### src/rtl/tsq_pkg.sv
package tsq_pkg;

    typedef enum logic [1:0] {
        K_CALL = 2'd0,
        K_RET  = 2'd1,
        K_RETI = 2'd2
    } xfer_kind_e;

    typedef enum logic [1:0] {
        ST_IDLE   = 2'd0,
        ST_POP_PC = 2'd1,
        ST_POP_PS = 2'd2,
        ST_DONE   = 2'd3
    } seq_state_e;

    typedef struct packed {
        logic       legal;
        xfer_kind_e kind;
        logic       delayed;
    } op_ctl_t;

    localparam logic [2:0] OPC_CALL   = 3'd0;
    localparam logic [2:0] OPC_CALL_D = 3'd1;
    localparam logic [2:0] OPC_RET    = 3'd2;
    localparam logic [2:0] OPC_RET_D  = 3'd3;
    localparam logic [2:0] OPC_RETI   = 3'd4;

    function automatic op_ctl_t decode_op(input logic [2:0] code);
        op_ctl_t c;
        c.legal   = 1'b1;
        c.kind    = K_CALL;
        c.delayed = 1'b0;
        case (code)
            OPC_CALL:   c.kind = K_CALL;
            OPC_CALL_D: begin c.kind = K_CALL; c.delayed = 1'b1; end
            OPC_RET:    c.kind = K_RET;
            OPC_RET_D:  begin c.kind = K_RET;  c.delayed = 1'b1; end
            OPC_RETI:   c.kind = K_RETI;
            default:    c.legal = 1'b0;
        endcase
        return c;
    endfunction

endpackage

### src/rtl/tsq_decode.sv
module tsq_decode
    import tsq_pkg::*;
(
    input  logic [2:0] op_code,
    output op_ctl_t    ctl
);
    always_comb ctl = decode_op(op_code);
endmodule

### src/rtl/tsq_link.sv
module tsq_link
    import tsq_pkg::*;
#(
    parameter int XLEN       = 32,
    parameter int INSN_BYTES = 2
) (
    input  xfer_kind_e      kind,
    input  logic            delayed,
    input  logic [XLEN-1:0] pc,
    input  logic [XLEN-1:0] src,
    input  logic [XLEN-1:0] rp,
    output logic [XLEN-1:0] tgt_pc,
    output logic [XLEN-1:0] link_val
);
    localparam logic [XLEN-1:0] NEAR_STEP = XLEN'(INSN_BYTES);
    localparam logic [XLEN-1:0] FAR_STEP  = XLEN'(2 * INSN_BYTES);

    always_comb begin
        tgt_pc   = pc;
        link_val = rp;
        case (kind)
            K_CALL: begin
                tgt_pc   = src;
                link_val = pc + (delayed ? FAR_STEP : NEAR_STEP);
            end
            K_RET:   tgt_pc = rp;
            default: tgt_pc = pc;
        endcase
    end
endmodule

### src/rtl/tsq_stack.sv
module tsq_stack #(
    parameter int XLEN       = 32,
    parameter int WORD_BYTES = 4
) (
    input  logic            sel_user_in,
    input  logic [XLEN-1:0] ssp_in,
    input  logic [XLEN-1:0] usp_in,
    output logic [XLEN-1:0] base_sp,
    input  logic [XLEN-1:0] work_sp,
    output logic [XLEN-1:0] step_sp,
    input  logic            popping,
    input  logic            sel_user,
    input  logic [XLEN-1:0] held_ssp,
    input  logic [XLEN-1:0] held_usp,
    output logic [XLEN-1:0] out_ssp,
    output logic [XLEN-1:0] out_usp
);
    localparam logic [XLEN-1:0] WSTEP = XLEN'(WORD_BYTES);

    always_comb begin
        base_sp = sel_user_in ? usp_in : ssp_in;
        step_sp = work_sp + WSTEP;
        out_ssp = (popping && !sel_user) ? work_sp : held_ssp;
        out_usp = (popping &&  sel_user) ? work_sp : held_usp;
    end
endmodule

### src/rtl/tsq_fsm.sv
module tsq_fsm
    import tsq_pkg::*;
(
    input  logic       clk,
    input  logic       rst,
    input  logic       start,
    input  logic       start_pop,
    input  logic       mem_ready,
    output seq_state_e state
);
    seq_state_e nxt;

    always_comb begin
        nxt = state;
        case (state)
            ST_IDLE:   if (start) nxt = start_pop ? ST_POP_PC : ST_DONE;
            ST_POP_PC: if (mem_ready) nxt = ST_POP_PS;
            ST_POP_PS: if (mem_ready) nxt = ST_DONE;
            default:   nxt = ST_IDLE;
        endcase
    end

    always_ff @(posedge clk) begin
        if (rst) state <= ST_IDLE;
        else     state <= nxt;
    end
endmodule

### src/rtl/tsq_seq.sv
module tsq_seq
    import tsq_pkg::*;
#(
    parameter int XLEN       = 32,
    parameter int USTK_BIT   = 5,
    parameter int WORD_BYTES = 4,
    parameter int INSN_BYTES = 2
) (
    input  logic            clk,
    input  logic            rst,
    input  logic            op_valid,
    input  logic [2:0]      op_code,
    input  logic [XLEN-1:0] pc_in,
    input  logic [XLEN-1:0] src_in,
    input  logic [XLEN-1:0] ps_in,
    input  logic [XLEN-1:0] rp_in,
    input  logic [XLEN-1:0] ssp_in,
    input  logic [XLEN-1:0] usp_in,
    output logic [XLEN-1:0] mem_addr,
    output logic            mem_rd,
    input  logic [XLEN-1:0] mem_rdata,
    input  logic            mem_ready,
    output logic            busy,
    output logic            done,
    output logic            slot_pending,
    output logic [XLEN-1:0] new_pc,
    output logic [XLEN-1:0] new_ps,
    output logic [XLEN-1:0] new_rp,
    output logic [XLEN-1:0] new_ssp,
    output logic [XLEN-1:0] new_usp
);
    op_ctl_t         ctl;
    seq_state_e      state;
    logic            accept;
    logic [XLEN-1:0] link_tgt, link_val, base_sp, step_sp;

    xfer_kind_e      ctx_kind;
    logic            ctx_delayed, ctx_user;
    logic [XLEN-1:0] ctx_ssp, ctx_usp;
    logic [XLEN-1:0] res_pc, res_ps, res_rp, work_sp;

    tsq_decode u_dec (.op_code(op_code), .ctl(ctl));

    assign accept = op_valid && ctl.legal && (state == ST_IDLE);

    tsq_fsm u_fsm (
        .clk(clk), .rst(rst), .start(accept),
        .start_pop(ctl.kind == K_RETI), .mem_ready(mem_ready), .state(state)
    );

    tsq_link #(.XLEN(XLEN), .INSN_BYTES(INSN_BYTES)) u_link (
        .kind(ctl.kind), .delayed(ctl.delayed), .pc(pc_in), .src(src_in),
        .rp(rp_in), .tgt_pc(link_tgt), .link_val(link_val)
    );

    tsq_stack #(.XLEN(XLEN), .WORD_BYTES(WORD_BYTES)) u_stk (
        .sel_user_in(ps_in[USTK_BIT]), .ssp_in(ssp_in), .usp_in(usp_in),
        .base_sp(base_sp), .work_sp(work_sp), .step_sp(step_sp),
        .popping(ctx_kind == K_RETI), .sel_user(ctx_user),
        .held_ssp(ctx_ssp), .held_usp(ctx_usp),
        .out_ssp(new_ssp), .out_usp(new_usp)
    );

    always_ff @(posedge clk) begin
        if (rst) begin
            ctx_kind    <= K_CALL;
            ctx_delayed <= 1'b0;
            ctx_user    <= 1'b0;
            ctx_ssp     <= '0;
            ctx_usp     <= '0;
            res_pc      <= '0;
            res_ps      <= '0;
            res_rp      <= '0;
            work_sp     <= '0;
        end else begin
            case (state)
                ST_IDLE: if (accept) begin
                    ctx_kind    <= ctl.kind;
                    ctx_delayed <= ctl.delayed;
                    ctx_user    <= ps_in[USTK_BIT];
                    ctx_ssp     <= ssp_in;
                    ctx_usp     <= usp_in;
                    res_pc      <= link_tgt;
                    res_ps      <= ps_in;
                    res_rp      <= link_val;
                    work_sp     <= base_sp;
                end
                ST_POP_PC: if (mem_ready) begin
                    res_pc  <= mem_rdata;
                    work_sp <= step_sp;
                end
                ST_POP_PS: if (mem_ready) begin
                    res_ps  <= mem_rdata;
                    work_sp <= step_sp;
                end
                default: ;
            endcase
        end
    end

    always_comb begin
        busy         = (state != ST_IDLE);
        done         = (state == ST_DONE);
        mem_rd       = (state == ST_POP_PC) || (state == ST_POP_PS);
        mem_addr     = work_sp;
        slot_pending = ctx_delayed;
        new_pc       = res_pc;
        new_ps       = res_ps;
        new_rp       = res_rp;
    end
endmodule

### config.mk
export PLATFORM = sky130hd
export DESIGN_NAME = tsq_seq
export DESIGN_NICKNAME = d
export VERILOG_FILES = /design/src/rtl/tsq_pkg.sv /design/src/rtl/tsq_decode.sv /design/src/rtl/tsq_link.sv /design/src/rtl/tsq_stack.sv /design/src/rtl/tsq_fsm.sv /design/src/rtl/tsq_seq.sv
export SDC_FILE = /design/constraint.sdc
export NUM_CORES = 1
export LEC_CHECK = 0
export BUFFER_PORTS_ARGS = -buffer_cell sky130_fd_sc_hd__buf_2
export CORE_AREA = 2 2 166 168
export DETAILED_ROUTE_END_ITERATION = 10
export DIE_AREA = 0 0 168 170
export GPL_TIMING_DRIVEN = 0
export PLACE_DENSITY_LB_ADDON = 0.1
export SETUP_SLACK_MARGIN = 0.2
export SYNTH_ARGS = -nofsm -noshare
export SYNTH_HDL_FRONTEND = slang
export SYNTH_SLANG_ARGS = --single-unit
### constraint.sdc
create_clock -name clk -period 3.4 [get_ports clk]
set_input_delay 0.51 -clock clk [delete_from_list [all_inputs] [get_ports clk]]
set_output_delay 0.51 -clock clk [all_outputs]
set_load 0.02 [all_outputs]
==> After elaboration in Yosys (flattened, before gate mapping) <==
Cells that the tools add are included.
{ "word_totals": {"word_cells": 70, "output_inout_bits": 196, "ff_bits": 198, "inputBits": 231} }
{ "op_classes": {"n_eq_ne": 14, "n_reduce_logical": 22, "n_mux": 22, "add_sub_neg": 2} }
{ "ops": {"columns": ["operator", "count"], "rows": [
  ["$mux W32", 9],
  ["$pmux W32 S2", 4],
  ["$add A32 B3 Y32 const B", 1],
  ["$add A32 B32 Y32", 1],
  ["$reduce_and A3 Y1", 4],
  ["$eq A2 B2 Y1 const B", 4],
  ["$mux W2", 4],
  ["$reduce_bool A2 Y1", 4],
  ["$eq A3 B2 Y1 const B", 2],
  ["$ne A2 B2 Y1 const B", 3],
  ["$pmux W2 S3", 1],
  ["$reduce_or A2 Y1", 3],
  ["$reduce_or A5 Y1", 1],
  ["$eq A2 B1 Y1 const B", 2],
  ["$logic_and A1 B1 Y1", 4],
  ["$logic_not A2 Y1", 2],
  ["$pmux W2 S2", 1],
  ["$eq A3 B1 Y1 const B", 1],
  ["$eq A3 B3 Y1 const B", 1],
  ["$logic_not A3 Y1", 1],
  ["$mux W3", 1],
  ["$mux W1", 2],
  ["$ne A2 B1 Y1 const B", 1],
  ["$reduce_and A2 Y1", 1],
  ["2 further kinds", 2]
]} }

==> Longest topological paths before layout <==
Gate-level depths: netlist of run 1.
{ "depth": {"depth_word": 7, "mapped_depth": 10} }

==> Modules after synthesis <==
Synthesis of run 1 repeated with hierarchy kept, for this count alone.
{ "unflattened": {"hier_cells": 1379, "hier_area_um2": 12001.5} }
{ "modules_own_cells": {"columns": ["module", "area_per_inst_um2", "instances", "cells_per_inst"], "rows": [
  ["tsq_seq", 8414.3, 1, 890],
  ["tsq_stack", 1716.6, 1, 193],
  ["tsq_link", 1652.8, 1, 275],
  ["tsq_fsm", 182.7, 1, 17],
  ["tsq_decode", 35.0, 1, 4]
]} }

==> Worst setup path before layout of run 1 <==
No wires, ideal clock.
{ "synth_path": {"path_type": "input port to flip-flop", "start": "input port op_code[2]", "end": "register res_rp[31] (netlist: new_rp[31])", "path_buffers": 0, "cell_stages": 9, "arrival_time_ns": 2.462, "setup_slack_ns": 0.806, "cell_sequence": "nand2b_1 > ha_1 > inv_1 > fa_1 > nand4b_1 > or4_4 > nor4_2 > xnor2_1 > a21oi_1"} }
{ "synth_via": {"elab_chain_cells": 6, "word_cells_on_any_way": 18, "classes_between": "1 x add/sub; 4 x eq/ne; 5 x mux; 8 x reduce/logical"} }
{ "synth_rtl": {"columns": ["item", "line_no", "text"], "rows": [
  ["start, declared", "tsq_seq.sv:12", "input logic [2:0] op_code,"],
  ["$eq A3 B1 Y1, or another cell as far along", "tsq_pkg.sv:33", "case (code)"],
  ["$reduce_or A2 Y1 (no line) / $reduce_or A5 Y1 (equally long branches)", null, null],
  ["$mux W1", "tsq_pkg.sv:33", null],
  ["$mux W3 / $logic_and A1 B1 Y1 (equally long branches)", "tsq_link.sv:24, tsq_seq.sv:44", null],
  ["$add A32 B32 Y32 / $logic_and A1 B1 Y1 (equally long branches)", "tsq_link.sv:24, tsq_seq.sv:44", null],
  ["$mux W32 / $reduce_and A2 Y1 (equally long branches)", null, null],
  ["end signal, assigned", "tsq_seq.sv:85", "res_rp <= link_val;"],
  ["end, declared", "tsq_seq.sv:40", "logic [XLEN-1:0] res_pc, res_ps, res_rp, work_sp;"]
]} }
Several ways; a longest one is shown, not always the timed one.
A chain may end at the register's enable or synchronous reset.

==> Final worst setup path of run 1 <==
{ "layout_path": {"start": "register ctx_user", "end": "output port new_ssp[21]"} }
{ "layout_via": {"elab_chain_cells": 3} }
{ "layout_rtl": {"columns": ["item", "line_no", "text"], "rows": [
  ["start, declared", "tsq_seq.sv:38", "logic ctx_delayed, ctx_user;"],
  ["start signal, assigned", "tsq_seq.sv:80", "ctx_user <= ps_in[USTK_BIT];"],
  ["$logic_not A1 Y1", "tsq_stack.sv:23", "out_ssp = (popping && !sel_user) ? work_sp : held_ssp;"],
  ["$logic_and A1 B1 Y1", "tsq_stack.sv:23", null],
  ["$mux W32", "tsq_stack.sv:23", null],
  ["end, declared", "tsq_seq.sv:29", "output logic [XLEN-1:0] new_ssp,"]
]} }
Every way passes these cells.

==> key figures, run 1 <==
Cells and area
  • Final net count: around 2000
  • Fill cells: 2751
  • Commonest non-fill, non-tap cell in the layout: buf_2
  • Final instance area: 14200 um^2
  • Layout cells sized above 1: a little under a third
  • Area grow syn2layout: 29.3%
  • Util after Layout: 53.4%
  • Area of the multi-input gates: 6510 um^2
  • Non-filler cells, final: 2165
  • Most frequent cells in the layout: buf_2, dfxtp_1, nand2_1, nor2_1, a21oi_1
  • Sequential cell area: 3960 um^2

Synth
  • Flops & latches, synth: between 150 and 200
  • Synthesized area: roughly 11000 um^2
  • Post-Synthesis Cells: around 1400
  • Yosys cell types: 62
  • Sequential area share after synthesis: 36.0%
  • Syn_area_per_cell: 8.10 um^2
  • Synth async-reset ratio: 0%
  • Post-synth EDFFs: 0
  • Syn Nets: 1599
  • Yosys warnings: 0
  • Commonest register cell after synthesis: dfxtp_1

STA
  • Max frequency: between 0.3 and 0.4 GHz
  • Final Hold Viols: 0
  • Final Max Tran Viols: 0
  • Rel. slew slack: 29.5%
  • Actual slew at the worst max-slew pin: 1.05 ns
  • RSZ-0062 raised after global routing: no
  • Hold Slack: 0.293 ns
  • Crit share post-route: between 90% and 100%
  • Tmin final: 3.12 ns
  • Final Skew: roughly 0.022 ns
  • # setup viols final: 0

Floorplanning
  • Die Area: around 29000 um^2
  • Initial Util: about two fifths
  • Cell Rows: 60
  • IO Pins: 427
  • Die W: ~170 um
  • Vert. Die Dim: ~170 um
  • Core area: between 20000 and 30000 um^2

Run status
  • Status: completed

Global routing
  • Initial antenna violation count: 6
  • First-pass GRT wire length: 69600 um
  • GRT Total Usage: 32.4%
  • GRT overflow: 0
  • Largest net degree at the start of global routing: 24
  • Vias in the first global route: 11679

Power and ir drop
  • Leak Pwr: 6.30 nW
  • Design Power: between 10 and 15 mW
  • Peak VDD IR: a little over 500 uV
  • PwrDens: 856 nW/um^2

Setup path
  • CP Capture Type: primary output
  • Worst setup path class: register to primary output
  • WP data arrival: about 2.6 ns
  • Req. time, crit path: 2.89 ns
  • Worst-path fanout max: 10
  • Startpoint Class: register

Clock tree
  • Clock sinks: 198
  • Hold Buf Count CTS: 0
  • Clock-pin slew on the worst setup and hold paths: 0.09 ns
  • CTS buffer count: 17
  • CTS tree: yes
  • Root Buffer: clkbuf_16
  • Number of H-tree levels: 4
  • Clk Latency, worst-skew pair: 0.46 ns
  • CTS Buffer Depth: 2

Drt
  • Initial DRC count: 821
  • Vias per inst: 5.68
  • DRC Markers: 0
  • Vias: 12288
  • Final WL: between 40000 and 50000 um
  • DR pass1 iterations: 6
  • Post-route antenna net violation count: 0
  • Wire per inst: 22.3 um

Place
  • Gpl congestion: about 0.93
  • Buffers on Ports: 426
  • Post-DP HPWL: 37700 um
  • Placed Instances: 2126
  • Post-DP Area: 13600 um^2

Hold path
  • Hold Path Class: input port to register

Run
  • Max-Cap Viols: 0
==> Yosys cell counts (all sizes together), types with 17 or more instances <==
| cell type | instances | share of area, % |
|---|---|---|
| a211oi | 105 | 7.2 |
| a21oi | 117 | 5.3 |
| buf | 36 | 1.6 |
| clkbuf | 83 | 2.8 |
| dfxtp | 198 | 36 |
| mux2 | 68 | 7.0 |
| mux2i | 89 | 8.1 |
| nand2 | 195 | 6.7 |
| nand3 | 28 | 1.4 |
| nand4 | 17 | 1.1 |
| nor2 | 143 | 4.9 |
| nor3 | 50 | 2.4 |
| o21ai | 21 | 0.96 |
==> power by group <==
| group | internal [mW] | total [mW] | switching, mW |
|---|---|---|---|
| sequential | 3.05 | 3.64 | 0.592 |
| combinational | 2.03 | 6.35 | 4.32 |
| clock | 1.03 | 2.19 | 1.16 |
| total | 6.11 | 12.2 | 6.07 |
==> timing repair <==
item                                    in CTS  in global routing
endpoints found under the setup margin      30                 12
buffers inserted                             0                  0
gates resized for setup                      1                  2
pin swaps                                    0                  0
==> logic make-up (layout without fill, tap and decap cells) <==
logic type               Yosys count  count (layout)  share of synthesized area (%)
AND/OR/NAND/NOR                  504             504                           21.1
AO/OA/AOI/OAI                    332             332                           19.7
flip-flops                       198             198                           36.0
multiplexers                     157             157                           15.1
buffers and inverters            133             591                           4.89
XOR/XNOR                          26              26                           2.07
adder cells (fa/ha/maj)            9               9                           1.09
other                              0               7                              0
==> area by class of cell <==
cell class,instances,share of cell area [%]
diodes,7,0.123
plain buffers,119,3.42
clock buffers,17,2.99
clock inverters,15,1.49
inverters,14,0.369
multi-input cells,1028,45.8
flip-flops and latches,198,27.9
well taps,341,3.00
repair buffers,426,15.0
==> sequential cells by signal, summed over array words and instances, names as in the netlist <==
name	cells
ctx_user	1
new_pc	32
ctx_ssp	32
new_ps	32
ctx_usp	32
mem_addr	32
ctx_kind	2
new_rp	32
slot_pending	1
u_fsm.state	2
==> worst paths after layout <==
kind	start	to	slack [ns]	depth (start not counted)
setup reg to reg	u_fsm.state[1]	mem_addr[19]	0.52	8
hold / removal	usp_in[23]	ctx_usp[23]	0.29	3
hold reg to reg	slot_pending	slot_pending	0.46	2
setup / recovery	ctx_user	new_ssp[21]	0.28	4
==> critical path, cell delays in order, from the launching register on <==
cell	delay (ns)
dfxtp_1	0.34
nor3b_2	0.66
clkbuf_1	0.58
mux2_2	0.42
buf_2	0.16
==> metrics by stage <==
| step | setup TNS, ns | setup slack, ns |
|---|---|---|
| finish | 0 | 0.279 |
| global placement | -0.0351 | -0.0351 |
| floorplan | 0 | 0.806 |
| global route | 0 | 0.209 |
| CTS | 0 | 0.291 |
| detailed placement | -0.0215 | -0.0215 |
==> metal layers <==
metal | vias up | part of all wire (%) | track usage (%)
met2 | 545 | 51 | 59.9
met1 | 5805 | 37 | 35.3
met5 | - | 0.027 | 0
met3 | 118 | 7.1 | 6.44
met4 | 2 | 4.6 | 15.9
li1 | 5818 | - | -
Note: power is estimated with default switching activity, not from simulation.
==> run 2: changes to the inputs <==
ABC_AREA = 1   (was not set)
CORE_AREA = 2 2 164 166   (was 2 2 166 168)
DIE_AREA = 0 0 166 168   (was 0 0 168 170)
TNS_END_PERCENT = 5   (was not set)
==> run 2 against run 1 <==
  * Worst setup slack improved by 0.24 ns
  * Area after synthesis rose by 3.8%
  * Maximum frequency grew 8.3%
  * Critical path type unchanged
  * Largest cell class unchanged
  * Highest routed layer unchanged
==> key figures, run 2 <==
Run status
  • Status: completed

Floorplanning
  • Die Area: 27900 um^2 (-2.4%)
  • Vert. Die Dim: 168 um (-1.2%)
  • IO Pins: 427 (unchanged)
  • Die W: 166 um (-1.2%)
  • Core area: 26400 um^2 (-1.1%)
  • Initial Util: 43.4% (+2.1 points)
  • Cell Rows: 60 (unchanged)

Cells and area
  • Commonest non-fill, non-tap cell in the layout: nand2_1
  • Most frequent cells in the layout: nand2_1, buf_2, a21oi_1, o21ai_0, dfxtp_1
  • Area grow syn2layout: 28.0%
  • Final net count: 2482 (+21%)
  • Non-filler cells, final: 2600 (+20%)
  • Final instance area: 14600 um^2 (+2.8%)
  • Layout cells sized above 1: 24.3% (-7.3 points)

STA
  • # setup viols final: 0 (unchanged)
  • Actual slew at the worst max-slew pin: 0.949 ns (-0.0993 ns)
  • Final Skew: 0.0200 ns (-0.00212 ns)
  • Final Hold Viols: 0 (unchanged)
  • Max frequency: 0.347 GHz (+8.3%)
  • Rel. slew slack: 36.7% (+7.3 points)
  • Final Max Tran Viols: 0 (unchanged)
  • Crit share post-route: 84.8% (-7.0 points)
  • Tmin final: 2.88 ns (-0.238 ns)
  • RSZ-0062 raised after global routing: no
  • Total negative slack: 0 ns (unchanged)

Hold path
  • Hold endpoint: ctx_ssp[5]
  • Hold Path Origin: ssp_in[5]
  • Hold Path Class: input port to register
  • Hold path depth: 3 (unchanged)

Place
  • Post-DP Area: 14000 um^2 (+3.1%)
  • Gpl congestion: 0.979 (+5.3%)
  • Buffers on Ports: 425 (-0.23%)
  • Post-DP HPWL: 41500 um (+10%)
  • Placed Instances: 2564 (+21%)

Setup path
  • Crit Reg-Reg Endpoint: mem_addr[10]
  • Worst-path fanout max: 10 (unchanged)
  • WP data arrival: 2.37 ns (-0.24 ns)
  • CP Capture Type: primary output
  • Worst setup path class: register to primary output
  • Flop-to-flop setup slack: 1.09 ns (+0.57 ns)
  • Reg2Reg Depth: 10 (+2)
  • Req. time, crit path: 2.89 ns (about the same)
  • FF-to-FF Start: u_fsm.state[0]
  • Startpoint Class: register

Global routing
  • Vias in the first global route: 13401 (+15%)
  • GRT Total Usage: 35.6% (+3.2 points)
  • First-pass GRT wire length: 76500 um (+10%)
  • Initial antenna violation count: 6 (unchanged)
  • GRT overflow: 0 (unchanged)
  • Largest net degree at the start of global routing: 24 (unchanged)

Synth
  • Synth top area share: 34.7% (-1.3 points)
  • Syn_area_per_cell: 6.35 um^2 (-22%)
  • Leading area contributor after synthesis: dfxtp_1
  • Yosys cell types: 38 (-39%)
  • Synth async-reset ratio: 0% (unchanged)
  • Post-synth EDFFs: 0 (unchanged)
  • Commonest register cell after synthesis: dfxtp_1
  • Yosys warnings: 0 (unchanged)
  • Most numerous cell in the Yosys netlist: nand2_1
  • Commonest cells in the netlist: nand2_1, a21oi_1, o21ai_0
  • Syn Nets: 2038 (+27%)
  • Post-Synthesis Cells: 1798 (+32%)
  • Flops & latches, synth: 198 (unchanged)
  • Sequential area share after synthesis: 34.7% (-1.3 points)
  • Synthesized area: 11400 um^2 (+3.8%)
  • Largest cells by area after synthesis: dfxtp_1, nand2_1, a21oi_1

Clock tree
  • Number of H-tree levels: 4 (unchanged)
  • Post_cts resized: 0 (-1)
  • CTS Buffer Depth: 2 (unchanged)
  • CTS buffer count: 17 (unchanged)
  • CTS tree: yes
  • Root Buffer: clkbuf_16
  • Post-CTS setup buffer count: 0 (unchanged)
  • Clock sinks: 198 (unchanged)
  • Clock-pin slew on the worst setup and hold paths: 0.10 ns (about the same)
  • Clk Latency, worst-skew pair: 0.46 ns (about the same)
  • Hold Buf Count CTS: 0 (unchanged)

Drt
  • Post-route antenna net violation count: 0 (unchanged)
  • DRC Markers: 0 (unchanged)
  • Vias: 14143 (+15%)
  • DR pass1 iterations: 7 (+1)
  • Final WL: 51900 um (+7.7%)
  • Initial DRC count: 1318 (+61%)
  • Vias per inst: 5.44 (-4.2%)
  • Wire per inst: 20.0 um (-10%)

Power and ir drop
  • PwrDens: 832 nW/um^2 (-2.8%)
  • Peak VDD IR: 459 uV (-11%)
  • Leak Pwr: 6.77 nW (+7.6%)

Run
  • Max-Cap Viols: 0 (unchanged)
[run 2: changes by cell type in the layout (fill, tap and decap cells not counted), sizes merged, moves of 40 or more]
| cell | delta |
|---|---|
| a211oi | -104 |
| a21oi | +125 |
| o21ai | +215 |
| nor3 | -48 |
| inv | +73 |
| nand2 | +367 |
| mux2 | -68 |
| nor2 | +49 |
| nand3 | +40 |
| mux2i | -58 |
[run 2: worst max path at each step]
| stage | start | end | slack, ns |
|---|---|---|---|
| after floorplan | op_code[0] | new_rp[15] | 1.23 |
| after global placement | op_code[0] | new_rp[19] | 0.67 |
| after detailed placement | op_code[0] | new_rp[19] | 0.70 |
| after CTS | ctx_kind[0] | new_usp[31] | 0.58 |
| after global routing | ctx_kind[0] | new_usp[31] | 0.48 |
| final | ctx_kind[0] | new_usp[31] | 0.52 |
[run 2: critical path: stages, from the launching register on]
cell and delay (ns):
dfxtp_1 0.30, inv_1 0.09, nand3_1 0.45, clkbuf_1 0.44, o21ai_0 0.41, buf_2 0.24
[run 2: power breakdown]
group	total (mW)	leakage [nW]	switching, mW	internal [mW]
Clock	2.23	0.304	1.19	1.04
Sequential	3.70	1.63	0.618	3.08
Combinational	6.25	4.84	4.31	1.94
[run 2: layout make-up]
cell class,instances,area (um^2)
flip-flops and latches,198,3960
well taps,341,427
diodes,4,10.0
repair buffers,425,2130
clock buffers,17,425
plain buffers,112,547
fillers,2821,11700
clock inverters,15,214
inverters,86,324
multi-input cells,1402,6590
[run 2: cell families (layout without fill, tap and decap cells)]
group,count (synthesis),count (layout),share of synthesized area [%]
adder cells (fa/ha/maj),9,9,1.05
AND/OR/NAND/NOR,838,838,29.8
XOR/XNOR,18,18,1.38
buffers and inverters,198,655,7.62
flip-flops,198,198,34.7
AO/OA/AOI/OAI,506,506,22.7
multiplexers,31,31,2.72
other,0,4,0
[run 2: layer usage]
metal / GRT usage [%] / wire length [um] / vias to the layer above
li1: - / - / 6805
met1: 41.9 / 20200 / 6530
met5: 0 / 21 / -
met3: 5.41 / 3440 / 148
met2: 62.5 / 25300 / 656
met4: 19.2 / 2930 / 4
[run 2: stage by stage]
step | power, mW | util [%] | hold slack [ns] | setup slack [ns]
final | 12.2 | 55.5 | 0.304 | 0.518
after global routing | 12.9 | 55.5 | 0.316 | 0.477
after CTS | 12.1 | 55.5 | 0.303 | 0.581
after detailed placement | 9.89 | 53.0 | 0.456 | 0.703
after global placement | 9.82 | 53.0 | 0.450 | 0.669
after floorplan | 7.58 | - | 0.444 | 1.23
